File: src/rtl/bridge_pwm_mod.sv
`timescale 1ns/1ps
module bridge_pwm_mod #(
  parameter int CW = 8
) (
  input  logic                 clk,
  input  logic                 rst_n,
  input  logic                 enable,
  input  logic signed [CW:0]   demand,
  input  logic [CW-1:0]        period,
  output logic                 drv_a,
  output logic                 drv_b,
  output logic                 valley_stb
);
  localparam int LW = CW + 2;

  logic [CW-1:0] cnt, per_q, lvl_q;
  logic          up;

  wire at_start = (cnt == '0) && up;

  wire [CW-1:0] per_in = (period < CW'(2)) ? CW'(2) : period;
  wire [CW-1:0] per_e  = at_start ? per_in : per_q;

  wire signed [LW-1:0] sum  = $signed({2'b00, per_in >> 1}) + $signed({demand[CW], demand});
  wire signed [LW-1:0] span = $signed({2'b00, per_in});

  wire [CW-1:0] lvl_new = (sum < 0)    ? '0 :
                          (sum > span) ? per_in : sum[CW-1:0];
  wire [CW-1:0] lvl_e   = at_start ? lvl_new : lvl_q;
  wire [CW-1:0] tri180  = per_e - cnt;

  always_ff @(posedge clk or negedge rst_n) begin
    if (!rst_n) begin
      cnt        <= '0;
      up         <= 1'b1;
      per_q      <= '0;
      lvl_q      <= '0;
      drv_a      <= 1'b0;
      drv_b      <= 1'b0;
      valley_stb <= 1'b0;
    end else if (!enable) begin
      cnt        <= '0;
      up         <= 1'b1;
      drv_a      <= 1'b0;
      drv_b      <= 1'b0;
      valley_stb <= 1'b0;
    end else begin
      per_q      <= per_e;
      lvl_q      <= lvl_e;
      drv_a      <= lvl_e > cnt;
      drv_b      <= tri180 > lvl_e;
      valley_stb <= at_start;
      if (up) begin
        if (cnt == per_e - CW'(1)) up <= 1'b0;
        else                       cnt <= cnt + CW'(1);
      end else begin
        if (cnt == '0) up <= 1'b1;
        else           cnt <= cnt - CW'(1);
      end
    end
  end
endmodule

File: config.mk
export PLATFORM = sky130hd
export DESIGN_NAME = bridge_pwm_mod
export DESIGN_NICKNAME = d
export VERILOG_FILES = /design/src/rtl/bridge_pwm_mod.sv
export SDC_FILE = /design/constraint.sdc
export NUM_CORES = 1
export LEC_CHECK = 0
export BUFFER_PORTS_ARGS = -buffer_cell sky130_fd_sc_hd__buf_2
export CELL_PAD_IN_SITES_DETAIL_PLACEMENT = 1
export CELL_PAD_IN_SITES_GLOBAL_PLACEMENT = 1
export CORE_MARGIN = 10
export CORE_UTILIZATION = 42
export DETAILED_ROUTE_END_ITERATION = 8
export PLACE_DENSITY_LB_ADDON = 0.1
export SETUP_SLACK_MARGIN = 0.05
export SYNTH_ARGS = -nofsm -noshare
export SYNTH_HDL_FRONTEND = slang
export SYNTH_SLANG_ARGS = --single-unit
File: constraint.sdc
create_clock -name clk -period 4.3 [get_ports clk]
set_input_delay 0.645 -clock clk [delete_from_list [all_inputs] [get_ports clk]]
set_output_delay 0.645 -clock clk [all_outputs]
set_load 0.005 [all_outputs]
==> metrics.md, run 1 <==
| Metric | Value |
|---|---|
| Status | `finished with violations` |
| Failing checks | `setup timing` |
| Design area | `~0.0044 mm2` |
| Routed len/inst | `~21 um` |
| PnR worst setup slack | `-1.24 ns` |
| Starting density of the core | `0.435` |
| Clk Latency, worst-skew pair | `between 0.2 and 0.3 ns` |
| Die Ht | `approximately 110 um` |
| Crit-path max FO | `4` |
| HPWL Detailed | `slightly above 8000 um` |
| CP dominant cell by count | `o21ai_1` |
| Fmax | `approximately 180 MHz` |
| Final Wtd Congestion | `slightly below 0.9` |
| Top cell type by total area after synthesis | `dfrtp_1` |
| Syn_area_per_cell | `just over 8 um2` |
| Post-Syn Area | `around 0.0032 mm2` |
| Htree depth | `1` |
| CP endpoint kind | `flop` |
| DRT iter0 DRCs | `roughly 190` |
| Antenna diodes | `0` |
| Clk slew on worst S/H paths | `around 0.12 ns` |
| Critical Path Slowest Stage Cell | `or3b_1` |
| Top cells by area, synth | `dfrtp_1 21%, ha_1 17%, xnor2_1 5.0%` |
| Layout cells sized above 1 | `0.345` |
| Num rows | `31` |
| Tightest Pin Transition | `just under 1 ns` |
| Worst vdd ir | `0.251 mV` |
| All-Layer GR Usage | `0.190` |
| Inserted Clock Buffers | `3` |
| Synth cell types | `between 50 and 60` |
| Largest net degree at the start of global routing | `29` |
| Hold crit path type | `in2async` |
| WL final | `~12,000 um` |
| Final antenna-violating net count | `0` |
| Die width | `around 110 um` |
| Nets | `541` |
| Largest stage delay on the critical path | `~0.35 ns` |
| Share of the synthesized area in the top cell type | `0.213` |
| Final setup fails | `9` |
| Core ar. | `~0.0073 mm2` |
| Worst path top cell family by delay | `compound AO/OA/AOI/OAI gates` |
| Syn Nets | `451` |
| I/O Buffers | `22` |
| Initial antenna violation count | `0` |
| Net switching power | `1.51 mW` |
| Sw Share | `0.472` |
| Mapped Cells | `386` |
| Most used DFF post-synth | `dfrtp_1` |
| CTS max path bufs | `2` |
| Logic gate share of total power | `0.787` |
| Yosys warns | `0` |
| Int Pwr | `approximately 1.7 mW` |
| Clock Skew | `roughly 0.0045 ns` |
| Final Core Density | `0.606` |
| Worst EP required | `4.51 ns` |
| LEAKAGE | `between 2 and 2.5 nW` |
| CTS root buf | `clkbuf_8` |
| Worst Setup Start Kind | `input port` |
| Arr. time, crit path | `between 5 and 6 ns` |
| Power share of the clock group | `0.071` |
| CTS tree | `done` |
| DR vias | `between 3,000 and 4,000` |
| EDFF count, synth | `0` |
| Seq cells post-synth | `28` |
| Syn-to-layout area delta | `39.4%` |
| RSZ-0062 raised after global routing | `yes` |
| Part of the power in registers | `0.142` |
| Max cap viols | `0` |
| Die area | `roughly 0.011 mm2` |
| Sink Count | `28` |
| GRT overflow | `0` |
| Drt pass-1 iters | `4` |
| Crit path buffers/inverters | `3` |
| Min Tclk post-route | `5.54 ns` |
| Seq/Total Area, Yosys | `0.221` |
| Slew HR | `0.348` |
| Post-synth ARST share | `1.00` |
| Global-route wire length before repair | `roughly 18,000 um` |
| Top Ports | `23` |
| DRC errors left | `0` |
| Slew Limit Fails | `0` |
| Final period utilization | `1.29` |
| CP Class | `in2reg` |
| Final Hold Vio Count | `0` |
| Placed cell area | `slightly below 0.004 mm2` |
| Vias per cell | `roughly 5.7` |
| Pwr dens | `~720 mW/mm2` |
| Vias in the first global route | `roughly 3,600` |
[path summary, 6_finish.rpt]
check	startpoint	endpoint	slack, ns	depth (start not counted)
worst max-delay path	period[5]	drv_b$_DFF_PN0_	-1.24	32
worst min-delay path	rst_n	cnt[5]$_DFFE_PN0P_	0.39	1
worst max register to register	cnt[2]$_DFFE_PN0P_	drv_b$_DFF_PN0_	0.20	20
worst min register to register	per_q[7]$_DFFE_PN0P_	per_q[7]$_DFFE_PN0P_	0.52	2
max in group asynchronous	rst_n	per_q[3]$_DFFE_PN0P_	3.46	1
min in group clk	per_q[7]$_DFFE_PN0P_	per_q[7]$_DFFE_PN0P_	0.52	2
[state kept, by name, indices dropped and copies added (netlist names)]
name	flops
cnt	8
drv_a	1
drv_b	1
lvl_q	8
per_q	8
up	1
valley_stb	1
[cell usage after synthesis, drive strengths merged, types with 4 or more instances]
cell / count
nor3: 5
nand3: 13
clkbuf: 13
o21bai: 5
nand4: 5
a31oi: 5
xor2: 6
nor4: 6
a21o: 13
mux2i: 15
nor2b: 4
dfrtp: 27
o21ai: 23
a21oi: 30
ha: 43
nand2b: 6
nor2: 28
xnor2: 18
inv: 38
nand2: 34
a22o: 9
[repair_timing]
action	CTS	global route
pin swaps	33	29
hold endpoints to repair	0	0
gates resized for setup	34	36
hold buffers	0	0
setup endpoints to repair	6	10
buffers inserted	14	4
[power groups by stage]
stage                     clock [mW]  sequential (mW)  combinational, mW
after global placement             0            0.445               2.03
after CTS                      0.231            0.448               2.36
after detailed placement           0            0.452               2.16
after floorplan                    0            0.431               1.45
final                          0.228            0.453               2.52
after global routing           0.239            0.463               2.77
[kinds of logic after synthesis]
| kind of cell | share of synthesized area |
|---|---|
| fa+ha+maj | 0.186 |
| simple gates | 0.182 |
| compound gates | 0.225 |
| mux | 0.0561 |
| xor+xnor | 0.0663 |
| buf+inv | 0.0632 |
| flops | 0.221 |
[stage by stage]
| stage | setup WS (ns) | setup TNS [ns] | cells | hold WS, ns | power [mW] |
|---|---|---|---|---|---|
| finish | -1.24 | -3.83 | 574 | 0.387 | 3.20 |
| global route | -1.47 | -5.27 | 574 | 0.441 | 3.48 |
| CTS | -0.981 | -2.13 | 570 | 0.412 | 3.04 |
| detailed placement | -1.36 | -4.77 | 553 | 0.477 | 2.61 |
| global placement | -1.16 | -3.43 | 553 | 0.463 | 2.48 |
| floorplan | -0.753 | -1.23 | 386 | 0.349 | 1.89 |
[routing by layer]
| layer | GRT usage | share of wire | up-vias | wire [um] |
|---|---|---|---|---|
| li1 | - | - | 1559 | - |
| met1 | 0.213 | 0.43 | 1654 | 5180 |
| met2 | 0.363 | 0.52 | 57 | 6240 |
| met3 | 0.0150 | 0.018 | 23 | 210 |
| met4 | 0.0696 | 0.028 | 0 | 334 |
| met5 | 0 | 0 | - | 0 |
[layout make-up]
class                      count  area [um2]
fill                         881        2870
inverter                      38         143
clock inverter                 1        30.0
clock buffer                   3        41.3
tap                           99         124
timing repair buffer         100         752
multi-input combinational    305        2630
sequential                    28         702
[cell usage in the layout, fill, tap and decap left out, types with 13 or more instances in the layout]
cell type and count:
a21oi_1 20, inv_1 35, xnor2_1 17, a21o_1 13, o21ai_0 16, nor2_1 24, nand2_1 32, dfrtp_1 27
ha_1 32, buf_2 19, buf_4 70
No activity file was read; power rests on OpenSTA's default activity.
==> inputs of run 2 (changes only) <==
--- a/config.mk
+++ b/config.mk
@@ -10,9 +10,9 @@
 export CELL_PAD_IN_SITES_GLOBAL_PLACEMENT = 1
 export CORE_MARGIN = 10
 export CORE_UTILIZATION = 42
+export CTS_CLUSTER_SIZE = 8
 export DETAILED_ROUTE_END_ITERATION = 8
-export PLACE_DENSITY_LB_ADDON = 0.1
-export SETUP_SLACK_MARGIN = 0.05
+export PLACE_DENSITY_LB_ADDON = 0.12
 export SYNTH_ARGS = -nofsm -noshare
 export SYNTH_HDL_FRONTEND = slang
 export SYNTH_SLANG_ARGS = --single-unit
==> run 2 against run 1 <==
Compared with the run above:
- the run still ends with setup timing left
- combinational power grew 4%
- setup slack lost 0.019 ns
- register-to-register slack lost 0.21 ns
- die area is the same
==> metrics.md, run 2 (synthesized netlist as in run 1, its figures left out) <==
| Metric | Value |
|---|---|
| Starting density of the core | `0.435` |
| Slew Limit Fails | `0` |
| Layout cells sized above 1 | `0.348` |
| Critical R2R Launch | `cnt[2]$_DFFE_PN0P_` |
| Logic gate share of total power | `0.804` |
| Max cap viols | `0` |
| Most frequent cells in the layout | `73 x buf_4, 34 x inv_1, 33 x nand2_1, 31 x ha_1, 27 x dfrtp_1` |
| Syn-to-layout area delta | `39.3%` |
| Fmax | `between 150 and 200 MHz` |
| Nets | `546` |
| LEAKAGE | `2.12 nW` |
| Largest stage delay on the critical path | `0.36 ns` |
| DRT iter0 DRCs | `roughly 150` |
| GRT overflow | `0` |
| CP endpoint kind | `flop` |
| Slew HR | `0.344` |
| Final Core Density | `0.605` |
| Arr. time, crit path | `5.78 ns` |
| RR Endpoint | `drv_b$_DFF_PN0_` |
| Part of the power in registers | `0.139` |
| Inserted Clock Buffers | `3` |
| HPWL Detailed | `between 8000 and 9000 um` |
| Critical Path Slowest Stage Cell | `a311o_1` |
| CP Class | `in2reg` |
| Worst EP required | `~4.5 ns` |
| Largest net degree at the start of global routing | `29` |
| FILL cells | `~900` |
| DR vias | `between 3,000 and 4,000` |
| CTS Hold Buffers Added | `0` |
| Die area | `about 0.011 mm2` |
| PnR worst setup slack | `-1.26 ns` |
| Sink Count | `28` |
| Net switching power | `1.55 mW` |
| Vias per cell | `between 5 and 6` |
| Final antenna-violating net count | `0` |
| Most common cell after layout, fill and taps aside | `buf_4` |
| Routed len/inst | `~20 um` |
| RSZ-0062 raised after global routing | `yes` |
| Vias in the first global route | `around 3,800` |
| Int Pwr | `roughly 1.7 mW` |
| Initial antenna violation count | `0` |
| Clk slew on worst S/H paths | `approximately 0.12 ns` |
| Htree depth | `1` |
| Sw Share | `0.476` |
| Antenna diodes | `0` |
| Clk Latency, worst-skew pair | `0.29 ns` |
| Final setup fails | `15` |
| I/O Buffers | `22` |
| DRC errors left | `0` |
| Worst Setup Start Kind | `input port` |
| CTS max path bufs | `2` |
| Die width | `between 100 and 150 um` |
| Final Wtd Congestion | `0.869` |
| Crit-path max FO | `4` |
| Pwr dens | `approximately 740 mW/mm2` |
| Global-route wire length before repair | `18,700 um` |
| Top Ports | `23` |
| Power share of the clock group | `0.057` |
| Min Tclk post-route | `5.56 ns` |
| Hold crit path type | `in2async` |
| Regs by FF count | `cnt: 8 flops, lvl_q: 8 flops, per_q: 8 flops` |
| Slack of the worst reg-to-reg path | `-0.01 ns` |
| Status | `finished with violations` |
| Num rows | `31` |
| Die Ht | `approximately 110 um` |
| Dpl ws | `-1.43 ns` |
| CTS tree | `done` |
| R2R cell count | `20` |
| Core ar. | `roughly 0.0073 mm2` |
| CTS root buf | `clkbuf_8` |
| Final period utilization | `1.29` |
| Drt pass-1 iters | `5` |
| Final Hold Vio Count | `0` |
| WL final | `about 12,000 um` |
| All-Layer GR Usage | `0.199` |
| Tightest Pin Transition | `between 0.9 and 1 ns` |
| Failing checks | `setup timing` |
| Clock Skew | `a little over 0.006 ns` |
| Worst vdd ir | `0.256 mV` |
-- run 2: changes by cell type in the layout (fill, tap and decap cells not counted), sizes merged --
cell    change
buf         +5
clkbuf      +1
bufinv      -1
-- run 2: routing by layer --
layer / up-vias / wire [um] / part of all wire / GRT usage
met3: 21 / 323 / 0.027 / 0.0180
met4: 0 / 251 / 0.021 / 0.0706
met2: 71 / 6430 / 0.54 / 0.383
met5: - / 0 / 0 / 0
li1: 1574 / - / - / -
met1: 1637 / 4840 / 0.41 / 0.221
-- run 2: area by class of cell --
cell class              instances  area, um2  area share
multi-input cells             305       2590       0.588
clock buffers                   4       55.1      0.0125
inverters                      38        145      0.0329
flip-flops and latches         28        702       0.159
well taps                      99        124      0.0281
repair buffers                105        795       0.180
-- run 2: worst max path at each step --
| stage | from | end | slack [ns] | depth (start not counted) |
|---|---|---|---|---|
| after global routing | period[6] | drv_b$_DFF_PN0_ | -1.56 | 31 |
| after CTS | period[5] | drv_b$_DFF_PN0_ | -0.98 | 33 |
| after global placement | period[5] | drv_b$_DFF_PN0_ | -1.15 | 32 |
| after detailed placement | period[5] | drv_b$_DFF_PN0_ | -1.43 | 32 |
| final | period[6] | drv_b$_DFF_PN0_ | -1.26 | 31 |
| after floorplan | period[5] | drv_b$_DFF_PN0_ | -0.75 | 30 |
-- run 2: per-stage QoR --
stage | std cells | hold WS, ns | area, um2 | setup TNS [ns] | total power, mW
2_1_floorplan | 386 | 0.349 | 3240 | -1.23 | 1.89
3_3_place_gp | 552 | 0.465 | 3870 | -3.40 | 2.48
3_5_place_dp | 552 | 0.474 | 3870 | -5.36 | 2.58
4_1_cts | 577 | 0.415 | 4240 | -2.35 | 2.95
5_1_grt | 579 | 0.425 | 4410 | -7.10 | 3.53
6_report | 579 | 0.374 | 4410 | -3.92 | 3.26
-- run 2: what timing repair did --
item | CTS | global route
setup buffers | 25 | 12
gates resized for setup | 34 | 39
pin swaps | 17 | 38
cloned | 0 | 0
setup endpoints to repair | 7 | 19
-- run 2: power groups by stage --
| stage | logic (mW) | registers [mW] | clock network [mW] |
|---|---|---|---|
| 2_1_floorplan | 1.45 | 0.431 | 0 |
| 3_3_place_gp | 2.03 | 0.445 | 0 |
| 3_5_place_dp | 2.13 | 0.451 | 0 |
| 4_1_cts | 2.32 | 0.447 | 0.186 |
| 5_1_grt | 2.87 | 0.463 | 0.196 |
| 6_report | 2.62 | 0.455 | 0.185 |
-- run 2: critical path, delay by kind of cell --
family / cells / cell delay, ns
buffers and inverters: 4 / 0.48
XOR/XNOR: 1 / 0.26
adder cells (fa/ha/maj): 4 / 0.96
AND/OR/NAND/NOR: 9 / 1.62
AO/OA/AOI/OAI: 12 / 1.65
multiplexers: 1 / 0.12
